### config.mk
export PLATFORM = sky130hd
export DESIGN_NAME = ovft_top
export DESIGN_NICKNAME = d
export VERILOG_FILES = /design/src/rtl/ovft_pkg.sv /design/src/rtl/ovft_decode.sv /design/src/rtl/ovft_prescale.sv /design/src/rtl/ovft_channel.sv /design/src/rtl/ovft_top.sv
export SDC_FILE = /design/constraint.sdc
export NUM_CORES = 1
export LEC_CHECK = 0
export BUFFER_PORTS_ARGS = -buffer_cell sky130_fd_sc_hd__buf_2
export CORE_MARGIN = 8
export CORE_UTILIZATION = 43
export CTS_BUF_LIST = sky130_fd_sc_hd__clkbuf_8
export CTS_CLUSTER_DIAMETER = 80
export CTS_CLUSTER_SIZE = 8
export DETAILED_ROUTE_END_ITERATION = 6
export RECOVER_POWER = 100
export SLEW_MARGIN = 20
export SYNTH_ARGS = -nofsm -noshare
export SYNTH_HDL_FRONTEND = slang
export SYNTH_SLANG_ARGS = --single-unit
### constraint.sdc
create_clock -name clk -period 3.8 [get_ports clk]
set_input_delay 0.76 -clock clk [delete_from_list [all_inputs] [get_ports clk]]
set_output_delay 0.76 -clock clk [all_outputs]
set_load 0.1 [all_outputs]
### src/rtl/ovft_pkg.sv
`timescale 1ns/1ps
package ovft_pkg;
    localparam int CNT_W = 32;
    localparam int OFF_W = 6;

    localparam logic [OFF_W-1:0] OFF_STAT = 6'h00;
    localparam logic [OFF_W-1:0] OFF_VAL  = 6'h04;
    localparam logic [OFF_W-1:0] OFF_CTRL = 6'h10;
    localparam logic [OFF_W-1:0] OFF_CFG  = 6'h20;
    localparam logic [OFF_W-1:0] OFF_DIV  = 6'h24;
    localparam logic [OFF_W-1:0] OFF_INIT = 6'h28;

    typedef enum logic [2:0] {
        SEL_NONE, SEL_STAT, SEL_VAL, SEL_CTRL, SEL_CFG, SEL_DIV, SEL_INIT
    } reg_sel_e;

    typedef struct packed {
        logic             hold;
        logic             go;
        logic             en;
        logic             ie;
        logic             pend;
        logic [CNT_W-1:0] div;
        logic [CNT_W-1:0] init;
        logic [CNT_W-1:0] cnt;
        logic [CNT_W-1:0] pre;
    } chan_st_t;
endpackage

### src/rtl/ovft_decode.sv
`timescale 1ns/1ps
module ovft_decode
    import ovft_pkg::*;
#(
    parameter int NUM_CH = 2,
    parameter int ADDR_W = 8
) (
    input  logic [ADDR_W-1:0] addr,
    output logic [NUM_CH-1:0] hit,
    output reg_sel_e          sel
);
    localparam int IDX_W = ADDR_W - OFF_W;

    logic [IDX_W-1:0] idx;
    logic [OFF_W-1:0] off;

    assign idx = addr[ADDR_W-1:OFF_W];
    assign off = addr[OFF_W-1:0];

    always_comb begin
        for (int k = 0; k < NUM_CH; k++) begin
            hit[k] = (idx == IDX_W'(k));
        end
    end

    always_comb begin
        case (off)
            OFF_STAT: sel = SEL_STAT;
            OFF_VAL:  sel = SEL_VAL;
            OFF_CTRL: sel = SEL_CTRL;
            OFF_CFG:  sel = SEL_CFG;
            OFF_DIV:  sel = SEL_DIV;
            OFF_INIT: sel = SEL_INIT;
            default:  sel = SEL_NONE;
        endcase
    end
endmodule

### src/rtl/ovft_prescale.sv
`timescale 1ns/1ps
module ovft_prescale #(
    parameter int W = 32
) (
    input  logic [W-1:0] pre_q,
    input  logic [W-1:0] div_q,
    input  logic         clear,
    input  logic         run,
    output logic [W-1:0] pre_d,
    output logic         tick
);
    always_comb begin
        tick  = 1'b0;
        pre_d = pre_q;
        if (clear) begin
            pre_d = '0;
        end else if (run) begin
            if (pre_q == div_q) begin
                tick  = 1'b1;
                pre_d = '0;
            end else begin
                pre_d = pre_q + W'(1);
            end
        end
    end
endmodule

### src/rtl/ovft_channel.sv
`timescale 1ns/1ps
module ovft_channel
    import ovft_pkg::*;
(
    input  logic             clk,
    input  logic             rst_n,
    input  logic             wr_en,
    input  reg_sel_e         sel,
    input  logic [CNT_W-1:0] wdata,
    output logic [CNT_W-1:0] rd_val,
    output logic             irq,
    output logic [CNT_W-1:0] mon_cnt,
    output logic [CNT_W-1:0] mon_init,
    output logic             mon_hold,
    output logic             mon_run,
    output logic             mon_pend,
    output logic             mon_ie
);
    chan_st_t         st_q, st_d;
    logic             run_q;
    logic             tick;
    logic             wrap_d;
    logic             clr_d;
    logic [CNT_W-1:0] pre_d;

    assign run_q = st_q.go & ~st_q.hold & st_q.en;

    ovft_prescale #(.W(CNT_W)) u_pre (
        .pre_q (st_q.pre),
        .div_q (st_q.div),
        .clear (st_q.hold),
        .run   (run_q),
        .pre_d (pre_d),
        .tick  (tick)
    );

    always_comb begin
        st_d   = st_q;
        wrap_d = 1'b0;
        clr_d  = 1'b0;
        st_d.pre = pre_d;

        if (st_q.hold) begin
            st_d.cnt = st_q.init;
        end else if (tick) begin
            st_d.cnt = st_q.cnt + CNT_W'(1);
            wrap_d   = &st_q.cnt;
        end

        if (wr_en) begin
            case (sel)
                SEL_STAT: clr_d = wdata[0];
                SEL_CTRL: begin
                    st_d.hold = wdata[0];
                    st_d.go   = wdata[1];
                end
                SEL_CFG: begin
                    st_d.en = wdata[0];
                    st_d.ie = wdata[1];
                end
                SEL_DIV:  st_d.div  = wdata;
                SEL_INIT: st_d.init = wdata;
                default: ;
            endcase
        end

        if (wrap_d) begin
            st_d.pend = 1'b1;
        end else if (clr_d) begin
            st_d.pend = 1'b0;
        end
    end

    always_ff @(posedge clk or negedge rst_n) begin
        if (!rst_n) begin
            st_q <= '0;
        end else begin
            st_q <= st_d;
        end
    end

    always_comb begin
        case (sel)
            SEL_STAT: rd_val = CNT_W'(st_q.pend);
            SEL_VAL:  rd_val = st_q.cnt;
            SEL_CTRL: rd_val = CNT_W'({st_q.go, st_q.hold});
            SEL_CFG:  rd_val = CNT_W'({st_q.ie, st_q.en});
            SEL_DIV:  rd_val = st_q.div;
            SEL_INIT: rd_val = st_q.init;
            default:  rd_val = '0;
        endcase
    end

    assign irq      = st_q.pend & st_q.ie;
    assign mon_cnt  = st_q.cnt;
    assign mon_init = st_q.init;
    assign mon_hold = st_q.hold;
    assign mon_run  = run_q;
    assign mon_pend = st_q.pend;
    assign mon_ie   = st_q.ie;
endmodule

### src/rtl/ovft_top.sv
`timescale 1ns/1ps
module ovft_top
    import ovft_pkg::*;
#(
    parameter int NUM_CH = 2,
    parameter int ADDR_W = 8
) (
    input  logic              clk,
    input  logic              rst_n,
    input  logic              bus_wr,
    input  logic              bus_rd,
    input  logic [ADDR_W-1:0] bus_addr,
    input  logic [CNT_W-1:0]  bus_wdata,
    output logic [CNT_W-1:0]  bus_rdata,
    output logic [NUM_CH-1:0] irq
);
    logic [NUM_CH-1:0]            hit;
    reg_sel_e                     sel;
    logic [NUM_CH-1:0][CNT_W-1:0] ch_rd;
    logic [NUM_CH-1:0][CNT_W-1:0] mon_cnt;
    logic [NUM_CH-1:0][CNT_W-1:0] mon_init;
    logic [NUM_CH-1:0]            mon_hold;
    logic [NUM_CH-1:0]            mon_run;
    logic [NUM_CH-1:0]            mon_pend;
    logic [NUM_CH-1:0]            mon_ie;

    ovft_decode #(.NUM_CH(NUM_CH), .ADDR_W(ADDR_W)) u_dec (
        .addr (bus_addr),
        .hit  (hit),
        .sel  (sel)
    );

    for (genvar g = 0; g < NUM_CH; g++) begin : g_ch
        ovft_channel u_ch (
            .clk      (clk),
            .rst_n    (rst_n),
            .wr_en    (bus_wr & hit[g]),
            .sel      (sel),
            .wdata    (bus_wdata),
            .rd_val   (ch_rd[g]),
            .irq      (irq[g]),
            .mon_cnt  (mon_cnt[g]),
            .mon_init (mon_init[g]),
            .mon_hold (mon_hold[g]),
            .mon_run  (mon_run[g]),
            .mon_pend (mon_pend[g]),
            .mon_ie   (mon_ie[g])
        );
    end

    always_comb begin
        bus_rdata = '0;
        if (bus_rd) begin
            for (int k = 0; k < NUM_CH; k++) begin
                if (hit[k]) begin
                    bus_rdata = bus_rdata | ch_rd[k];
                end
            end
        end
    end
endmodule

-- Yosys cells after proc, flatten, opt, wreduce, memory -nomap -nowiden
Index checks and enable logic that the tools add are counted.
- $add $sub $neg: 4
- eq/ne operators: 14
- mux-type cells: 34
- bitwise gates (word level): 11
- reductions and logical operators: 18
- operators by type and width (operator ; number):
    two-way mux 32 bit ; 14
    case mux 32 bit (6 select lines) ; 2
    adder 32 x 1 -> 32 bit (second input constant) ; 4
    == test 32 bit ; 2
    AND reduction 32 bit ; 2
    OR 32 bit ; 1
    == test 6 bit (second input constant) ; 3
    case mux 3 bit (6 select lines) ; 1
    two-way mux 1 bit ; 17
    AND reduction 2 bit ; 8
    nonzero test 2 bit ; 6
    == test 3 bit (second input constant) ; 3
    AND 1 bit ; 8
    == test 3 x 2 -> 1 bit (second input constant) ; 2
    == test 6 x 3 -> 1 bit (second input constant) ; 1
    == test 6 x 5 -> 1 bit (second input constant) ; 1
    zero test 6 bit ; 1
    == test 3 x 1 -> 1 bit (second input constant) ; 1
    == test 2 x 1 -> 1 bit (second input constant) ; 1
    zero test 2 bit ; 1
    inverter 1 bit ; 2
- flip-flop bits (word level): 266
- input port bits: 44
- output and inout port bits: 34
- logic and storage cells: 99

-- Logic depth before layout (Yosys ltp)
Gate-level depths: netlist of run 1.
- depth in word-level cells: 9
- mapped depth: 9

-- Cells and area by module
A second synthesis of run 1 with hierarchy kept.
- cell total of the unflattened synthesis: 1643
- area, all modules: 16373.2 um^2
- by module, submodules not included (module ; instances ; cells an instance ; area each (um^2) ; sequential area each (um^2)):
    ovft_channel ; 2 ; 594 ; 6523.8 ; 3328.2
    ovft_prescale (g_ch[1].u_ch.u_pre) ; 1 ; 187 ; 1216.2 ; 0.0
    ovft_prescale (g_ch[0].u_ch.u_pre) ; 1 ; 179 ; 1214.9 ; 0.0
    ovft_top ; 1 ; 77 ; 798.3 ; 0.0
    ovft_decode ; 1 ; 12 ; 96.3 ; 0.0

-- Least setup slack after synthesis of run 1
OpenSTA, ideal clock, no wires.
- kind: input -> output
- start point: in bus_addr[1]
- end point: out bus_rdata[0]
- arrival time: 4.137 ns
- data required time: 3.040 ns
- path slack: -1.097 ns
- stages on the path: 7
- path through: nor3_1 nand2_1 nor3b_1 clkbuf_1 clkbuf_1 a221oi_1 nor3_1
- cells in the longest elaborated chain, start to end: 9
- RTL lines (what ; line ; RTL):
    from (decl) ; ovft_top.sv:12 ; input logic [ADDR_W-1:0] bus_addr,
    == test 6 bit, or another cell as far along ; ovft_decode.sv:27 ; case (off)
    case mux 3 bit (6 select lines) * ; ovft_decode.sv:27 ;
    == test 3 bit, or another cell as far along ; ovft_channel.sv:83 ; case (sel)
    case mux 32 bit (6 select lines) ; ovft_channel.sv:83 ;
    two-way mux 32 bit ; ovft_top.sv:55 ; if (hit[k]) begin
    two-way mux 32 bit ; ovft_top.sv:53 ; if (bus_rd) begin
    OR 32 bit ; ovft_top.sv:56 ; bus_rdata = bus_rdata | ch_rd[k];
    two-way mux 32 bit * ; ovft_top.sv:55 ;
    two-way mux 32 bit * ; ovft_top.sv:53 ;
    to (decl) ; ovft_top.sv:14 ; output logic [CNT_W-1:0] bus_rdata,
Every way passes the cells marked *; elsewhere a longest branch is shown, timed or not. The select of a mux whose other input is x is not followed.

-- Final worst setup path of run 1
- start point: in bus_addr[4]
- end point: out bus_rdata[13]
Same word-level chain as after synthesis.

==> results of run 1 <==
-- how the worst max path moves through the flow --
| stage | start | endpoint | depth (start not counted) |
|---|---|---|---|
| 6_report | bus_addr[4] | bus_rdata[13] | 9 |
| 5_1_grt | bus_addr[4] | bus_rdata[13] | 9 |
| 3_5_place_dp | bus_addr[4] | bus_rdata[5] | 8 |
| 2_1_floorplan | bus_addr[1] | bus_rdata[23] | 8 |
| 4_1_cts | bus_addr[4] | bus_rdata[5] | 8 |
| 3_3_place_gp | bus_addr[1] | bus_rdata[5] | 9 |
-- per-layer routing --
layer  track usage, %  up-vias  share of wire (%)  wire, um
li1                 -     5753                  -         -
met1             34.7     6423                 45     22300
met2             35.5      612                 44     21500
met3             4.34       96                7.9      3870
met4             6.47        4                2.7      1310
met5                0        -              0.055        27
-- cell usage in the layout (no fill, tap or decap), types with 27 or more instances in the layout --
| cell type | Yosys | routed |
|---|---|---|
| dfrtp_1 | 266 | 264 |
| mux2_2 | 144 | 144 |
| nand2_1 | 131 | 131 |
| nand3_1 | 83 | 83 |
| o21ai_0 | 72 | 74 |
| xnor2_1 | 71 | 71 |
| nor2_1 | 64 | 63 |
| a222oi_1 | 54 | 54 |
| nand4_1 | 52 | 53 |
| nor4_1 | 41 | 42 |
| xor2_1 | 41 | 41 |
| buf_2 | 4 | 41 |
| nor3_1 | 44 | 40 |
| clkbuf_8 | 0 | 40 |
| o22ai_1 | 32 | 32 |
| buf_12 | 0 | 32 |
| inv_1 | 24 | 27 |
| buf_4 | 2 | 27 |
-- flip-flops by register name (all words and copies together), names as in the netlist --
name and count:
g_ch.u_ch.mon_cnt 64, g_ch.u_ch.mon_hold 2, g_ch.u_ch.st_q 132, g_ch.u_ch.mon_init 64, g_ch.u_ch.mon_pend 2, g_ch.u_ch.mon_ie 2
-- tightest hold or removal path, delay by kind of cell (launching register included) --
family	cells	cell delay, ns
AO/OA/AOI/OAI	1	0.06
flip-flops	1	0.36
AND/OR/NAND/NOR	1	0.05
-- stage by stage --
step           std cells  hold slack (ns)  total power (W)  setup slack, ns
5_1_grt             2027            0.497          0.00646           0.0911
6_report            2027            0.507          0.00620            0.174
3_3_place_gp        1981            0.483          0.00419            0.287
4_1_cts             2027            0.138          0.00626            0.285
3_5_place_dp        1981            0.485          0.00420            0.264
2_1_floorplan       1497            0.464          0.00377           0.0839
-- layout make-up --
cell class                      count  area share, %
Timing Repair Buffer              123           6.90
Inverter                           25          0.557
Clock inverter                      6          0.208
Clock buffer                       40           3.27
Multi-Input combinational cell   1112           46.1
Sequential cell                   266           39.5
Tap cell                          455           3.38
-- logic make-up (layout without fill, tap and decap cells) --
family                     count (synthesis)  in the layout  share of synthesized area (%)
DFF                                      266            266                           44.8
adders and majority gates                  4              4                          0.337
xor gates and xnor gates                 112            112                           6.61
muxes                                    147            147                           11.1
and+or+nand+nor                          568            568                           20.4
AOI/OAI and AO/OA                        281            281                           13.6
buffers and inverters                    119            194                           3.09
-- power groups by stage --
stage / registers [W] / logic [W] / clock network [W]
2_1_floorplan: 0.00322 / 0.000551 / 0
3_3_place_gp: 0.00333 / 0.000855 / 0
3_5_place_dp: 0.00334 / 0.000868 / 0
4_1_cts: 0.00329 / 0.000871 / 0.00211
5_1_grt: 0.00331 / 0.000926 / 0.00222
6_report: 0.00330 / 0.000850 / 0.00206
==> impl_metrics.toml, run 1 <==
[worst_setup_path]
r2r-start = "g_ch[1].u_ch.st_q[11]"
required_ns = 3.04
cpMaxStageDelayCell = "and3_2"
cp-start-kind = "input pin"
critical_path_arrival_ns = 2.87
r2r-end = "g_ch[1].u_ch.st_q[14]"
slowest_delay_ns = 0.43
cp_cell_sequence = "buf_2, nor3b_1, and3_2, buf_12, buf_4, a222oi_1, o22ai_1, and2_1, clkbuf_4"
critPathBufInv = 4
rr_worst_depth = 6
reg2reg_slack_ns = 0.27
cp_top_family = "buffers and inverters"
critical_path.endpoint_type = "output pin"
crit_fanout = 42
path_class = "input pin to output pin"

[die]
coreArea_um2 = 34300
start_util_pct = 43.3
dieArea_um2 = 40700
io_pins = 78
fp-row-count = 68
dieHeight_um = 202
die-width_um = 202

[cells_and_area]
final_util_pct = 49.1
ff_latch_area_um2 = 6660
nets = 1615
fill_cells = 3194
area_growth_pct = 13.5
insertedDiodeCount = 0
multi_input_area_um2 = 7770
final_layout_size_suffix_gt1_share_pct = 20.4
design_area_um2 = 16800

[routing]
drc = 1
vias = 12900
first_pass_iters = 7
wirelength_um = 49000
antenna_left = 0
wl_per_cell_um = 24.2
drt_iter0_drc = 1552
vias_per_cell = 6.36

[pwr]
power_per_cell_area_nw_per_um2 = 368
ir_worst_vdd_mv = 0.266
power_frac_comb_pct = 13.7
p_int_w = 0.00425
swShare_pct = 31.5
p_leak_nw = 7.09
seqPwrFrac_pct = 53.2
p_sw_w = 0.00196
power_frac_clock_pct = 33.1

[placement]
postPlaceCellArea_um2 = 16400
gp_congestion = 0.929
dp.final_hpwl_um = 35100
port_buffers = 77

[clocking]
cts_buffer_depth = 3
holdBufCountCts = 0
ctsResizeCount = 0
tritoncts = "yes"
cts_buffers = 39
path_clk_slew_ns = 0.07
cts.sinks = 266
cts_setup_buffers = 0
worstSkewPairLatency_ns = 0.57
htreeDepth = 2
cts-root-buf = "clkbuf_8"

[grt]
grt_pass1_vias = 12600
grt_max_degree = 112
antenna_found_initial = 2
grt_util_all_layers_pct = 23.7
grt_pass1_wl_um = 76400
overflow = 0

[sta]
period_minus_slack_ns = 3.63
drv_slew = 106
tns_ns = 0
relSlewSlack_pct = -98.7
fin_skew_ns = 0.0333
max_freq_ghz = 0.276
min_period_over_period_pct = 95.4
worst_pin_slew_ns = 2.98
rsz0062_at_grt = "no"
final_hold_viol_count = 0
finalSetupViolCount = 0

[worst_hold_path]
hp-start = "g_ch[1].u_ch.mon_init[0]"
holdPathEnd = "g_ch[1].u_ch.mon_cnt[0]"
hold_depth = 2
worstHoldPathType = "register to register"

[synth]
synth_edf_count = 0
synth_most_common_cell = "dfrtp_1"
ys_top_cells_by_area = "dfrtp_1 45%, mux2_2 11%, xnor2_1 4.2%"
synth_seq_cells = 266
syn_nets = 1545
yosysWarnings = 0
synth_area_leader_cell = "dfrtp_1"
synthTopCellsByCount = "266 x dfrtp_1, 144 x mux2_2, 131 x nand2_1"
synth.avg_cell_area_um2 = 9.92
syn_area_um2 = 14800
synth.top_cell.area_share_pct = 44.8
yosysSeqAreaShare_pct = 44.8
synth_flop_cell = "dfrtp_1"
syn_inst = 1497
yosys.cell_types.count = 63
async_flop_share_pct = 100

[flow_run]
cap_violations = 3

[run_status]
violations = "DRC, capacitance limit, slew limit"
status = "finished, violations left"
Note: power is estimated with default switching activity, not from simulation.
==> inputs of run 2 (changes only) <==
==> constraint.sdc (replaced) <==
create_clock -name clk -period 3.8 [get_ports clk]
set_input_delay 0.38 -clock clk [delete_from_list [all_inputs] [get_ports clk]]
set_output_delay 0.38 -clock clk [all_outputs]
set_load 0.1 [all_outputs]
==> run 2 against run 1 <==
Compared with the run above:
- the flow still finishes with violations (DRC, capacitance limit, slew limit)
- critical endpoint is now bus_rdata[4]
- sequential cell count unchanged
- global-route usage down 0.72 points
- clock power about the same
- die area unchanged
==> impl_metrics.toml, run 2 (same netlist as run 1, synthesis figures left out) <==
[sta]
final_hold_viol_count = 0
rsz0062_at_grt = "no"
max_freq_ghz = 0.285
period_minus_slack_ns = 3.50
fin_skew_ns = 0.0196
relSlewSlack_pct = -79.3
worst_pin_slew_ns = 2.69
hold_slack_ns = 0.104
finalSetupViolCount = 0
drv_slew = 224
tns_ns = 0
worst_slack_ns = 0.296
min_period_over_period_pct = 92.2

[pwr]
p_leak_nw = 6.98
swShare_pct = 31.3
p_int_w = 0.00425
power_per_cell_area_nw_per_um2 = 378
power_frac_comb_pct = 13.4
ir_worst_vdd_mv = 0.200
p_sw_w = 0.00193
seqPwrFrac_pct = 53.0
power_frac_clock_pct = 33.6

[cells_and_area]
largest_reg_flops = 132
insertedDiodeCount = 0
regMostFlops = "g_ch.u_ch.st_q"
final_util_pct = 47.7
final_layout_size_suffix_gt1_share_pct = 20.0
layout_common_cells = "264 x dfrtp_1, 144 x mux2_2, 131 x nand2_1, 83 x nand3_1, 75 x o21ai_0"
nets = 1609
final_common_cell = "dfrtp_1"
area_growth_pct = 10.2
fill_cells = 3277
stdcell_count = 2020

[worst_setup_path]
cp-start-kind = "input pin"
r2r-start = "g_ch[1].u_ch.st_q[7]"
rr_worst_depth = 7
required_ns = 3.42
cp_cell_sequence = "clkbuf_1, nand2b_1, or2_1, o22ai_1, and2_1, buf_2"
critical_path_arrival_ns = 3.12
critical_path.endpoint_type = "output pin"
cpMaxStageDelayCell = "or2_1"
crit_fanout = 27
r2r-end = "g_ch[1].u_ch.st_q[15]"
reg2reg_slack_ns = 0.56
path_class = "input pin to output pin"
slowest_delay_ns = 0.73

[grt]
grt_pass1_vias = 12400
overflow = 0
grt_util_all_layers_pct = 23.0
grt_pass1_wl_um = 74800
antenna_found_initial = 0
grt_max_degree = 100

[clocking]
cts_buffers = 39
cts.sinks = 266
worstSkewPairLatency_ns = 0.60
cts_buffer_depth = 3
htreeDepth = 2
path_clk_slew_ns = 0.06
cts-root-buf = "clkbuf_8"
tritoncts = "yes"

[placement]
port_buffers = 77
post-place-cells = 1974
dp.final_hpwl_um = 33300
dpl_worst_slack_ns = 0.662
gp_congestion = 0.879

[routing]
antenna_left = 0
wl_per_cell_um = 23.6
vias = 12700
first_pass_iters = 7
vias_per_cell = 6.28
wirelength_um = 47600
drt_iter0_drc = 1320
drc = 7

[die]
coreArea_um2 = 34300
start_util_pct = 43.3
die-width_um = 202
dieArea_um2 = 40700
dieHeight_um = 202
io_pins = 78
fp-row-count = 68

[worst_hold_path]
hp-start = "bus_wdata[11]"
hold_depth = 2
worstHoldPathType = "input pin to register"
holdPathEnd = "g_ch[0].u_ch.st_q[107]"

[flow_run]
cap_violations = 5

[run_status]
status = "finished, violations left"
violations = "DRC, capacitance limit, slew limit"
[run 2: cell count changes in the layout (fill, tap and decap cells not counted), moves of 2 or more]
cell,delta
buf_12,-27
clkbuf_4,-4
and2_0,-23
nor3_2,+5
nor3_4,-4
buf_4,-2
buf_2,+5
clkbuf_1,-2
and2_1,+23
clkbuf_2,+24
[run 2: repair_timing]
item | 4_1_cts | 5_1_grt
setup buffers | 0 | 0
resized for setup | 0 | 0
hold endpoints to repair | 96 | 0
hold buffers | 1 | 0
[run 2: worst max path at each step]
stage                 from       endpoint  slack, ns  cells past startpoint
6_report       bus_addr[6]   bus_rdata[4]       0.30                      6
2_1_floorplan  bus_addr[1]   bus_rdata[1]       0.07                      8
3_3_place_gp   bus_addr[2]   bus_rdata[4]       0.67                      8
3_5_place_dp   bus_addr[2]   bus_rdata[4]       0.66                      8
4_1_cts        bus_addr[2]   bus_rdata[4]       0.66                      8
5_1_grt        bus_addr[6]  bus_rdata[24]       0.30                      6
[run 2: power by group through the flow]
stage / sequential [W] / clock, W / combinational [W]
floorplan: 0.00322 / 0 / 0.000548
global placement: 0.00332 / 0 / 0.000833
detailed placement: 0.00332 / 0 / 0.000854
CTS: 0.00327 / 0.00211 / 0.000856
global route: 0.00330 / 0.00223 / 0.000909
finish: 0.00328 / 0.00208 / 0.000828
[run 2: layer usage]
layer | GRT usage, % | part of all wire [%] | vias up
met3 | 3.35 | 6.1 | 81
met1 | 31.1 | 43 | 6429
met5 | 0 | 0 | -
met4 | 7.51 | 2.9 | 0
met2 | 37.5 | 48 | 443
li1 | - | - | 5738
[run 2: per-stage QoR]
stage / total power (W) / instance area (um^2)
after floorplan: 0.00376 / 14900
after global placement: 0.00415 / 15800
after detailed placement: 0.00417 / 15800
after CTS: 0.00624 / 16400
after global routing: 0.00643 / 16400
final: 0.00618 / 16400
[run 2: final cells by class]
class / instances / area [um^2] / share of cell area, %
Multi-Input combinational cell: 1112 / 7740 / 47.3
Sequential cell: 266 / 6660 / 40.7
Timing Repair Buffer: 117 / 712 / 4.35
Tap cell: 455 / 569 / 3.48
Clock buffer: 40 / 551 / 3.37
Inverter: 25 / 93.8 / 0.574
Clock inverter: 5 / 32.5 / 0.199
[run 2: critical path: cells and delay by family]
family                 cells  cell delay (ns)
buffers and inverters      2             0.89
and+or+nand+nor            3             1.30
AOI/OAI and AO/OA          1             0.52
